===== src/rtl/mct_pkg.sv =====
package mct_pkg;
  localparam int DW = 32;
  localparam int AW = 4;
  localparam int LANE = 8;
  localparam int CTRL_W = 7;

  localparam logic [AW-1:0] A_CTRL  = 4'h0;
  localparam logic [AW-1:0] A_PRESC = 4'h1;
  localparam logic [AW-1:0] A_COUNT = 4'h2;
  localparam logic [AW-1:0] A_MCFG  = 4'h3;
  localparam logic [AW-1:0] A_CCFG  = 4'h4;
  localparam logic [AW-1:0] A_FLAG  = 4'h5;
  localparam logic [AW-1:0] A_PINS  = 4'h6;
  localparam logic [AW-1:0] A_MVAL  = 4'h8;
  localparam logic [AW-1:0] A_CVAL  = 4'hC;

  // control register bit positions
  localparam int C_RUN = 0;
  localparam int C_EXT = 1;
  localparam int C_EDGE = 2;
  localparam int C_CLREN = 4;
  localparam int C_CLRSEL = 5;

  // field offsets inside one lane of the match / capture config
  localparam int MF_ACT = 0;
  localparam int MF_PIN = 2;
  localparam int MF_IRQ = 4;
  localparam int MF_DMA = 5;
  localparam int CF_EDGE = 0;
  localparam int CF_IRQ = 2;

  typedef enum logic [1:0] {
    CA_CONT  = 2'd0,
    CA_STOP  = 2'd1,
    CA_RESET = 2'd2
  } cnt_act_e;

  typedef enum logic [1:0] {
    PA_NONE   = 2'd0,
    PA_LOW    = 2'd1,
    PA_HIGH   = 2'd2,
    PA_TOGGLE = 2'd3
  } pin_act_e;
endpackage


===== src/rtl/mct_edge.sv =====
module mct_edge #(
  parameter int N = 5
) (
  input  logic           clk,
  input  logic           rst_n,
  input  logic [N-1:0]   din,
  input  logic [2*N-1:0] sel,
  output logic [N-1:0]   evt
);
  logic [N-1:0] s1_q, s2_q, s3_q;

  always_ff @(posedge clk or negedge rst_n) begin
    if (!rst_n) begin
      s1_q <= '0;
      s2_q <= '0;
      s3_q <= '0;
    end else begin
      s1_q <= din;
      s2_q <= s1_q;
      s3_q <= s2_q;
    end
  end

  for (genvar g = 0; g < N; g++) begin : g_det
    logic rise, fall;
    always_comb begin
      rise   = s2_q[g] & ~s3_q[g];
      fall   = ~s2_q[g] & s3_q[g];
      evt[g] = (sel[2*g] & rise) | (sel[2*g+1] & fall);
    end
  end
endmodule


===== src/rtl/mct_prescale.sv =====
module mct_prescale #(
  parameter int W = 32
) (
  input  logic         clk,
  input  logic         rst_n,
  input  logic         en,
  input  logic         clr,
  input  logic [W-1:0] limit,
  output logic         tick
);
  logic [W-1:0] pcnt_q, pcnt_d;

  assign tick = en && (pcnt_q == limit);

  always_comb begin
    pcnt_d = pcnt_q;
    if (clr)       pcnt_d = '0;
    else if (tick) pcnt_d = '0;
    else if (en)   pcnt_d = pcnt_q + 1'b1;
  end

  always_ff @(posedge clk or negedge rst_n) begin
    if (!rst_n) pcnt_q <= '0;
    else        pcnt_q <= pcnt_d;
  end

  // the phase never passes the programmed limit
  assert_presc_bound_R1: assert property (@(posedge clk) disable iff (!rst_n)
    pcnt_q <= limit);
endmodule


===== src/rtl/mct_match_ch.sv =====
module mct_match_ch
  import mct_pkg::*;
#(
  parameter int W = 32
) (
  input  logic         clk,
  input  logic         rst_n,
  input  logic         tick,
  input  logic [W-1:0] cnt,
  input  logic [W-1:0] mval,
  input  pin_act_e     pin_act,
  input  logic         dma_en,
  input  logic         pin_wr,
  input  logic         pin_wval,
  output logic         hit,
  output logic         pin_q,
  output logic         dma_q
);
  logic pin_d, dma_d;

  assign hit = tick && (cnt == mval);

  always_comb begin
    pin_d = pin_q;
    if (pin_wr) begin
      pin_d = pin_wval;
    end else if (hit) begin
      case (pin_act)
        PA_LOW:    pin_d = 1'b0;
        PA_HIGH:   pin_d = 1'b1;
        PA_TOGGLE: pin_d = ~pin_q;
        default:   pin_d = pin_q;
      endcase
    end
    dma_d = hit && dma_en;
  end

  always_ff @(posedge clk or negedge rst_n) begin
    if (!rst_n) begin
      pin_q <= 1'b0;
      dma_q <= 1'b0;
    end else begin
      pin_q <= pin_d;
      dma_q <= dma_d;
    end
  end

  // an inverting hit flips the pin
  assert_pin_toggle_R4: assert property (@(posedge clk) disable iff (!rst_n)
    (hit && pin_act == PA_TOGGLE && !pin_wr) |=> (pin_q != $past(pin_q)));

  // a drive-high hit leaves the pin high
  assert_pin_high_R4: assert property (@(posedge clk) disable iff (!rst_n)
    (hit && pin_act == PA_HIGH && !pin_wr) |=> pin_q);

  // a request only follows a cycle where counter and compare value met
  assert_dma_src_R7: assert property (@(posedge clk) disable iff (!rst_n)
    dma_q |-> ($past(cnt) == $past(mval)));
endmodule


===== src/rtl/mc_timer.sv =====
module mc_timer
  import mct_pkg::*;
#(
  parameter int CNT_W  = 32,
  parameter int NMATCH = 4,
  parameter int NCAP   = 4
) (
  input  logic              clk,
  input  logic              rst_n,
  input  logic              wr_en,
  input  logic [AW-1:0]     addr,
  input  logic [DW-1:0]     wr_data,
  output logic [DW-1:0]     rd_data,
  input  logic              count_in,
  input  logic [NCAP-1:0]   cap_in,
  output logic [NMATCH-1:0] match_out,
  output logic [NMATCH-1:0] dma_req,
  output logic              irq
);
  localparam int NFLAG = NMATCH + NCAP;
  localparam int NEDGE = NCAP + 1;

  // reset: asynchronous assert, synchronous release
  logic [1:0] rsync_q;
  logic       rst_core_n;
  always_ff @(posedge clk or negedge rst_n) begin
    if (!rst_n) rsync_q <= '0;
    else        rsync_q <= {rsync_q[0], 1'b1};
  end
  assign rst_core_n = rsync_q[1];

  // registers
  logic [CTRL_W-1:0] ctrl_q, ctrl_d;
  logic [CNT_W-1:0]  presc_q, presc_d;
  logic [CNT_W-1:0]  cnt_q, cnt_d;
  logic [DW-1:0]     mcfg_q, mcfg_d;
  logic [DW-1:0]     ccfg_q, ccfg_d;
  logic [NFLAG-1:0]  flag_q, flag_d;
  logic [CNT_W-1:0]  mval_q [NMATCH];
  logic [CNT_W-1:0]  mval_d [NMATCH];
  logic [CNT_W-1:0]  cval_q [NCAP];
  logic [CNT_W-1:0]  cval_d [NCAP];

  // write decode
  logic wr_ctrl, wr_presc, wr_cnt, wr_mcfg, wr_ccfg, wr_flag, wr_pins;
  logic [NMATCH-1:0] wr_mval;
  always_comb begin
    wr_ctrl  = wr_en && (addr == A_CTRL);
    wr_presc = wr_en && (addr == A_PRESC);
    wr_cnt   = wr_en && (addr == A_COUNT);
    wr_mcfg  = wr_en && (addr == A_MCFG);
    wr_ccfg  = wr_en && (addr == A_CCFG);
    wr_flag  = wr_en && (addr == A_FLAG);
    wr_pins  = wr_en && (addr == A_PINS);
    for (int i = 0; i < NMATCH; i++)
      wr_mval[i] = wr_en && (addr == A_MVAL + AW'(i));
  end

  // edge detection for capture inputs and the count input
  logic [NEDGE-1:0]   edge_in, edge_evt;
  logic [2*NEDGE-1:0] edge_sel;
  logic [NCAP-1:0]    cap_evt;
  logic               cnt_evt;
  always_comb begin
    edge_in = {count_in, cap_in};
    for (int i = 0; i < NCAP; i++)
      edge_sel[2*i +: 2] = ccfg_q[LANE*i+CF_EDGE +: 2];
    edge_sel[2*NCAP +: 2] = ctrl_q[C_EDGE +: 2];
  end

  mct_edge #(.N(NEDGE)) u_edge (
    .clk   (clk),
    .rst_n (rst_core_n),
    .din   (edge_in),
    .sel   (edge_sel),
    .evt   (edge_evt)
  );
  assign cap_evt = edge_evt[NCAP-1:0];
  assign cnt_evt = edge_evt[NCAP];

  // tick source
  logic run, ext_mode, presc_tick, presc_clr, tick, clr_cap;
  assign run      = ctrl_q[C_RUN];
  assign ext_mode = ctrl_q[C_EXT];

  always_comb begin
    clr_cap = 1'b0;
    for (int i = 0; i < NCAP; i++)
      if (ctrl_q[C_CLREN] && ctrl_q[C_CLRSEL +: 2] == 2'(i) && cap_evt[i])
        clr_cap = 1'b1;
  end
  assign presc_clr = clr_cap || wr_cnt || wr_presc;

  mct_prescale #(.W(CNT_W)) u_presc (
    .clk   (clk),
    .rst_n (rst_core_n),
    .en    (run && !ext_mode),
    .clr   (presc_clr),
    .limit (presc_q),
    .tick  (presc_tick)
  );
  assign tick = ext_mode ? (run && cnt_evt) : presc_tick;

  // match channels
  logic [NMATCH-1:0] hit, rst_m, stop_m, mirq, pin_q, dma_q;
  for (genvar g = 0; g < NMATCH; g++) begin : g_match
    logic [1:0] act;
    pin_act_e   pact;
    assign act      = mcfg_q[LANE*g+MF_ACT +: 2];
    assign pact     = pin_act_e'(mcfg_q[LANE*g+MF_PIN +: 2]);
    assign rst_m[g]  = (act == CA_RESET);
    assign stop_m[g] = (act == CA_STOP);
    assign mirq[g]   = mcfg_q[LANE*g+MF_IRQ];

    mct_match_ch #(.W(CNT_W)) u_ch (
      .clk      (clk),
      .rst_n    (rst_core_n),
      .tick     (tick),
      .cnt      (cnt_q),
      .mval     (mval_q[g]),
      .pin_act  (pact),
      .dma_en   (mcfg_q[LANE*g+MF_DMA]),
      .pin_wr   (wr_pins),
      .pin_wval (wr_data[g]),
      .hit      (hit[g]),
      .pin_q    (pin_q[g]),
      .dma_q    (dma_q[g])
    );
  end

  logic any_rst, any_stop;
  assign any_rst  = |(hit & rst_m);
  assign any_stop = |(hit & stop_m);

  // next state
  logic [NFLAG-1:0] flag_set;
  always_comb begin
    ctrl_d  = ctrl_q;
    presc_d = presc_q;
    mcfg_d  = mcfg_q;
    ccfg_d  = ccfg_q;
    cnt_d   = cnt_q;

    if (wr_ctrl)       ctrl_d = wr_data[CTRL_W-1:0];
    else if (any_stop) ctrl_d[C_RUN] = 1'b0;
    if (wr_presc) presc_d = wr_data[CNT_W-1:0];
    if (wr_mcfg)  mcfg_d  = wr_data;
    if (wr_ccfg)  ccfg_d  = wr_data;

    if (wr_cnt)        cnt_d = wr_data[CNT_W-1:0];
    else if (clr_cap)  cnt_d = '0;
    else if (tick) begin
      if (any_rst)       cnt_d = '0;
      else if (any_stop) cnt_d = cnt_q;
      else               cnt_d = cnt_q + 1'b1;
    end

    for (int i = 0; i < NMATCH; i++) begin
      mval_d[i]   = wr_mval[i] ? wr_data[CNT_W-1:0] : mval_q[i];
      flag_set[i] = hit[i] && mirq[i];
    end
    for (int i = 0; i < NCAP; i++) begin
      cval_d[i]          = cap_evt[i] ? cnt_q : cval_q[i];
      flag_set[NMATCH+i] = cap_evt[i] && ccfg_q[LANE*i+CF_IRQ];
    end

    flag_d = flag_q;
    if (wr_flag) flag_d = flag_d & ~wr_data[NFLAG-1:0];
    flag_d = flag_d | flag_set;
  end

  // register state
  always_ff @(posedge clk or negedge rst_core_n) begin
    if (!rst_core_n) begin
      ctrl_q  <= '0;
      presc_q <= '0;
      cnt_q   <= '0;
      mcfg_q  <= '0;
      ccfg_q  <= '0;
      flag_q  <= '0;
      for (int i = 0; i < NMATCH; i++) mval_q[i] <= '0;
      for (int i = 0; i < NCAP; i++)   cval_q[i] <= '0;
    end else begin
      ctrl_q  <= ctrl_d;
      presc_q <= presc_d;
      cnt_q   <= cnt_d;
      mcfg_q  <= mcfg_d;
      ccfg_q  <= ccfg_d;
      flag_q  <= flag_d;
      for (int i = 0; i < NMATCH; i++) mval_q[i] <= mval_d[i];
      for (int i = 0; i < NCAP; i++)   cval_q[i] <= cval_d[i];
    end
  end

  // read mux
  always_comb begin
    rd_data = '0;
    case (addr)
      A_CTRL:  rd_data = DW'(ctrl_q);
      A_PRESC: rd_data = DW'(presc_q);
      A_COUNT: rd_data = DW'(cnt_q);
      A_MCFG:  rd_data = mcfg_q;
      A_CCFG:  rd_data = ccfg_q;
      A_FLAG:  rd_data = DW'(flag_q);
      A_PINS:  rd_data = DW'(pin_q);
      default: begin
        for (int i = 0; i < NMATCH; i++)
          if (addr == A_MVAL + AW'(i)) rd_data = DW'(mval_q[i]);
        for (int i = 0; i < NCAP; i++)
          if (addr == A_CVAL + AW'(i)) rd_data = DW'(cval_q[i]);
      end
    endcase
  end

  assign match_out = pin_q;
  assign dma_req   = dma_q;
  assign irq       = |flag_q;

  // a plain tick moves the counter by one
  assert_cnt_step_R1: assert property (@(posedge clk) disable iff (!rst_core_n)
    (tick && !any_rst && !any_stop && !wr_cnt && !clr_cap)
      |=> (cnt_q == CNT_W'($past(cnt_q) + 1'b1)));

  // a stop hit drops the run bit
  assert_stop_halts_R3: assert property (@(posedge clk) disable iff (!rst_core_n)
    (any_stop && !wr_ctrl) |=> !ctrl_q[C_RUN]);

  // a set flag survives until a one is written to it
  assert_flag_sticky_R6: assert property (@(posedge clk) disable iff (!rst_core_n)
    !wr_flag |=> ((flag_q & $past(flag_q)) == $past(flag_q)));

  // a clearing capture leaves the counter at zero
  assert_clr_cap_R8: assert property (@(posedge clk) disable iff (!rst_core_n)
    (clr_cap && !wr_cnt) |=> (cnt_q == '0));
endmodule


===== config.mk =====
export PLATFORM = sky130hd
export DESIGN_NAME = mc_timer
export DESIGN_NICKNAME = d
export VERILOG_FILES = /design/src/rtl/mct_pkg.sv /design/src/rtl/mct_edge.sv /design/src/rtl/mct_prescale.sv /design/src/rtl/mct_match_ch.sv /design/src/rtl/mc_timer.sv
export SDC_FILE = /design/constraint.sdc
export NUM_CORES = 1
export LEC_CHECK = 0
export ABC_AREA = 1
export CELL_PAD_IN_SITES_DETAIL_PLACEMENT = 1
export CELL_PAD_IN_SITES_GLOBAL_PLACEMENT = 2
export CORE_MARGIN = 2
export CORE_UTILIZATION = 34
export DETAILED_ROUTE_END_ITERATION = 16
export GPL_TIMING_DRIVEN = 0
export PLACE_DENSITY_LB_ADDON = 0.15
export SKIP_CTS_REPAIR_TIMING = 1
export SKIP_LAST_GASP = 1
export SLEW_MARGIN = 20
export SYNTH_ARGS = -nofsm -noshare
export SYNTH_HDL_FRONTEND = slang
export SYNTH_SLANG_ARGS = --single-unit

===== constraint.sdc =====
create_clock -name clk -period 14.8 [get_ports clk]
set_clock_uncertainty 0.2 [all_clocks]
set_input_delay 2.96 -clock clk [delete_from_list [all_inputs] [get_ports clk]]
set_output_delay 2.96 -clock clk [all_outputs]
set_load 0.05 [all_outputs]

==> summary.md <==
| Metric | Value |
|---|---|
| Status | finished, final reports clean |
| Final worst path period share | 71.0% |
| Average wire per cell in the routed design | 26.6 um |
| Net count after synthesis | 3102 |
| Initial antenna violation count | 3 |
| Fill cell count | approximately 8400 |
| Min Hold Slack | between 0.15 and 0.2 ns |
| Avg Cell Area, Syn | 7.82 um^2 |
| Post-synth cell types | 47 |
| Critical Path AT | 7.35 ns |
| Row cnt | 97 |
| Core Box Area | 69800 um^2 |
| R2r startpoint | cnt_q[4] |
| Worst-case vdd ir drop | 0.000107 V |
| Clock net sink count | 456 |
| Count of flip-flops with a built-in enable after synthesis | 0 |
| Multi-input gate area | about 11000 um^2 |
| Final hold vios | 0 |
| H-tree levels | 2 |
| Count of pins on the block boundary | between 80 and 90 |
| Number of instances in the synthesized netlist | approximately 3100 |
| Synth-to-Final Area Change | 17.3% |
| DRT iter0 DRCs | roughly 1700 |
| Die extent in x | between 200 and 300 um |
| Maximum number of pins on one net before global-route repair | 54 |
| Top flip-flop cell by instance count after synthesis | dfrtp_1 |
| Die Area | 72300 um^2 |
| Critical path class | in -> out |
| Worst-case setup margin in the final layout | 4.29 ns |
| Vias per std cell | between 5 and 6 |
| Vias after detailed routing | between 20000 and 25000 |
| Most frequent cells after synthesis | 828 x nand2_1, 456 x dfrtp_1, 362 x o21ai_0 |
| Max-capacitance violation count | 0 |
| Hold Crit Class | reg -> reg |
| Switching part of the total power | 36.7% |
| Synth top area cells | dfrtp_1 48%, nand2_1 13%, o21ai_0 7.6%, inv_1 4.3%, nor2_1 4.0% |
| Setup slack after placement | 4.39 ns |
| Max Clock Freq | between 0.09 and 0.1 GHz |
| Net count of the finished layout | 3252 |
| Finish-stage setup viols | 0 |
| Max Buffers Root-to-Sink | 3 |
| Power Dens Cells | 157 nW/um^2 |
| DPL Wire Length | 88.3 mm |
| Worst setup path startpoint | addr[1] |
| Starting density of the core | 34.2% |
| Clk_lat worst skew | 0.63 ns |
| Final core occ | approximately 40% |
| Clk Tree Root Cell | clkbuf_16 |
| Number of warnings issued by yosys | 0 |
| Part of the total power dissipated in sequential elements | 40.8% |
| Ratio of cells with drive above 1 in the final layout | 5.95% |
| Clock network fraction of design power | 31.9% |
| Worst-path clk slew | ~0.06 ns |
| Overall fraction of global-route tracks in use | 31.1% |
| Buffers added on ports | 83 |
| Required arrival time at the worst endpoint | 11.64 ns |
| Combinational share of power | 27.3% |
| Final weighted congestion in routability-driven placement | 0.924 |
| Number of antenna-violating nets in the routed design | 0 |
| Psw | 1.61 mW |
| Number of pins with negative max-slew slack in the final report | 0 |
| Slew headroom | 21.4% |
| Period minus WS final | 10.51 ns |
| Routed wire length | 111 mm |
| Post-route cell area | 28000 um^2 |
| Total negative slack | 0 ns |
| Worst Tran Pin Value | 1.17 ns |
| CP Capture Type | output port |
| Setup repair after global routing missed its margin | false |
| Area share of the largest cell type after synthesis | between 40% and 50% |
| Proportion of register bits with asynchronous set or reset after synthesis | 100% |
| Number of global-route vias before repair | 23700 |
| Height of the die | 269 um |
| Sequential Area | approximately 11000 um^2 |
| Most instantiated library cell after synthesis | nand2_1 |
| Largest area contributor in the netlist | dfrtp_1 |
| Leakage power figure | about 12 nW |
| Worst Min Path Start | u_edge.s1_q[4] |
| Cell area after synthesis | 23800 um^2 |
| Clock buffer count from CTS | 55 |
| Count of TritonRoute iterations in the first routing pass | 5 |
| Placed standard-cell area | about 26000 um^2 |
| Kind of launch point of the worst setup path | input pin |
| Max FO, Critical Path | 10 |
| Global-route wire length before repair | roughly 160 mm |
| Sequential cell area fraction in the yosys report | 47.9% |
| Overflow after GRT | 0 |
| Number of synthesized register bits | 456 |
| Internal | ~2.8 mW |
| Residual DRC count | 0 |
| CTS tree | yes |
layout by cell type (no fill, tap or decap), drive strengths merged, types with 13 or more instances in the layout:
master,count
a21oi,107
a221oi,37
buf,65
clkbuf,197
clkdlybuf4s50,83
clkinv,13
dfrtp,456
inv,285
nand2,831
nand3,100
nand4,92
nor2,267
nor3,54
nor4,23
o21ai,364
o22ai,31
xnor2,89
xor2,69
registers in the layout (all words and copies together), names as in the netlist:
name and count:
ccfg_q 32, cnt_q 32, ctrl_q 7, cval_q 128, flag_q 8, g_match.u_ch.dma_q 4, g_match.u_ch.pin_q 4, mcfg_q 32
mval_q 128, presc_q 32, rsync_q 2, u_edge.s1_q 5, u_edge.s2_q 5, u_edge.s3_q 5, u_presc.pcnt_q 32
power by group through the flow:
stage          clock, mW  combinational [mW]  sequential (mW)
4_1_cts             1.42                1.19             1.78
2_1_floorplan          0               0.760             1.75
3_5_place_dp           0                1.18             1.80
5_1_grt             1.47                1.31             1.82
3_3_place_gp           0                1.12             1.81
6_report            1.40                1.20             1.79
stage by stage:
step           power, mW  cells
2_1_floorplan       2.51   3050
3_3_place_gp        2.93   4073
3_5_place_dp        2.98   4083
4_1_cts             4.39   4183
5_1_grt             4.60   4183
6_report            4.39   4184
logic make-up (layout without fill, tap and decap cells):
group	after synthesis	after routing	synth area share, %
AND/OR/NAND/NOR	1386	1386	24.5
AO/OA/AOI/OAI	586	586	13.7
flip-flops	456	456	47.9
buffers and inverters	455	648	7.71
XOR/XNOR	158	158	5.80
adder cells (fa/ha/maj)	8	8	0.420
other	1	2	0.0157
worst max-delay path, cell delays in order:
cell and delay [ns]:
clkdlybuf4s50_1 0.46, nor2_1 0.17, inv_1 0.13, nor2_1 0.89, inv_1 0.41, clkbuf_1 0.55
o21ai_0 0.51, nor3_1 0.17, nand3_1 0.23, clkdlybuf4s50_1 0.86
layout make-up:
cell class,count,share of cell area (%)
Sequential cell,456,40.8
Tap cell,940,4.21
Multi-Input combinational cell,2139,37.9
Antenna cell,1,0.00895
Timing Repair Buffer,93,3.87
Inverter,288,3.87
Clock inverter,14,0.447
Clock buffer,86,6.13
Buffer,167,2.71
routing by layer:
metal	share of wire [%]	up-vias	track usage [%]
li1	-	10300	-
met1	43	11600	40.7
met2	48	638	52.6
met3	4.6	202	3.86
met4	4.2	0	12.2
met5	0	-	0
worst paths after layout:
kind,end,slack [ns],depth (start not counted)
max reg2reg,cnt_q[23],10.81,18
min,u_edge.s2_q[4],0.15,0
max in group asynchronous,rsync_q[1],11.96,1
max,rd_data[18],4.29,10
min reg2reg,u_edge.s2_q[4],0.15,0
min in group asynchronous,u_presc.pcnt_q[25],0.16,0
Note: power is estimated with default switching activity, not from simulation.
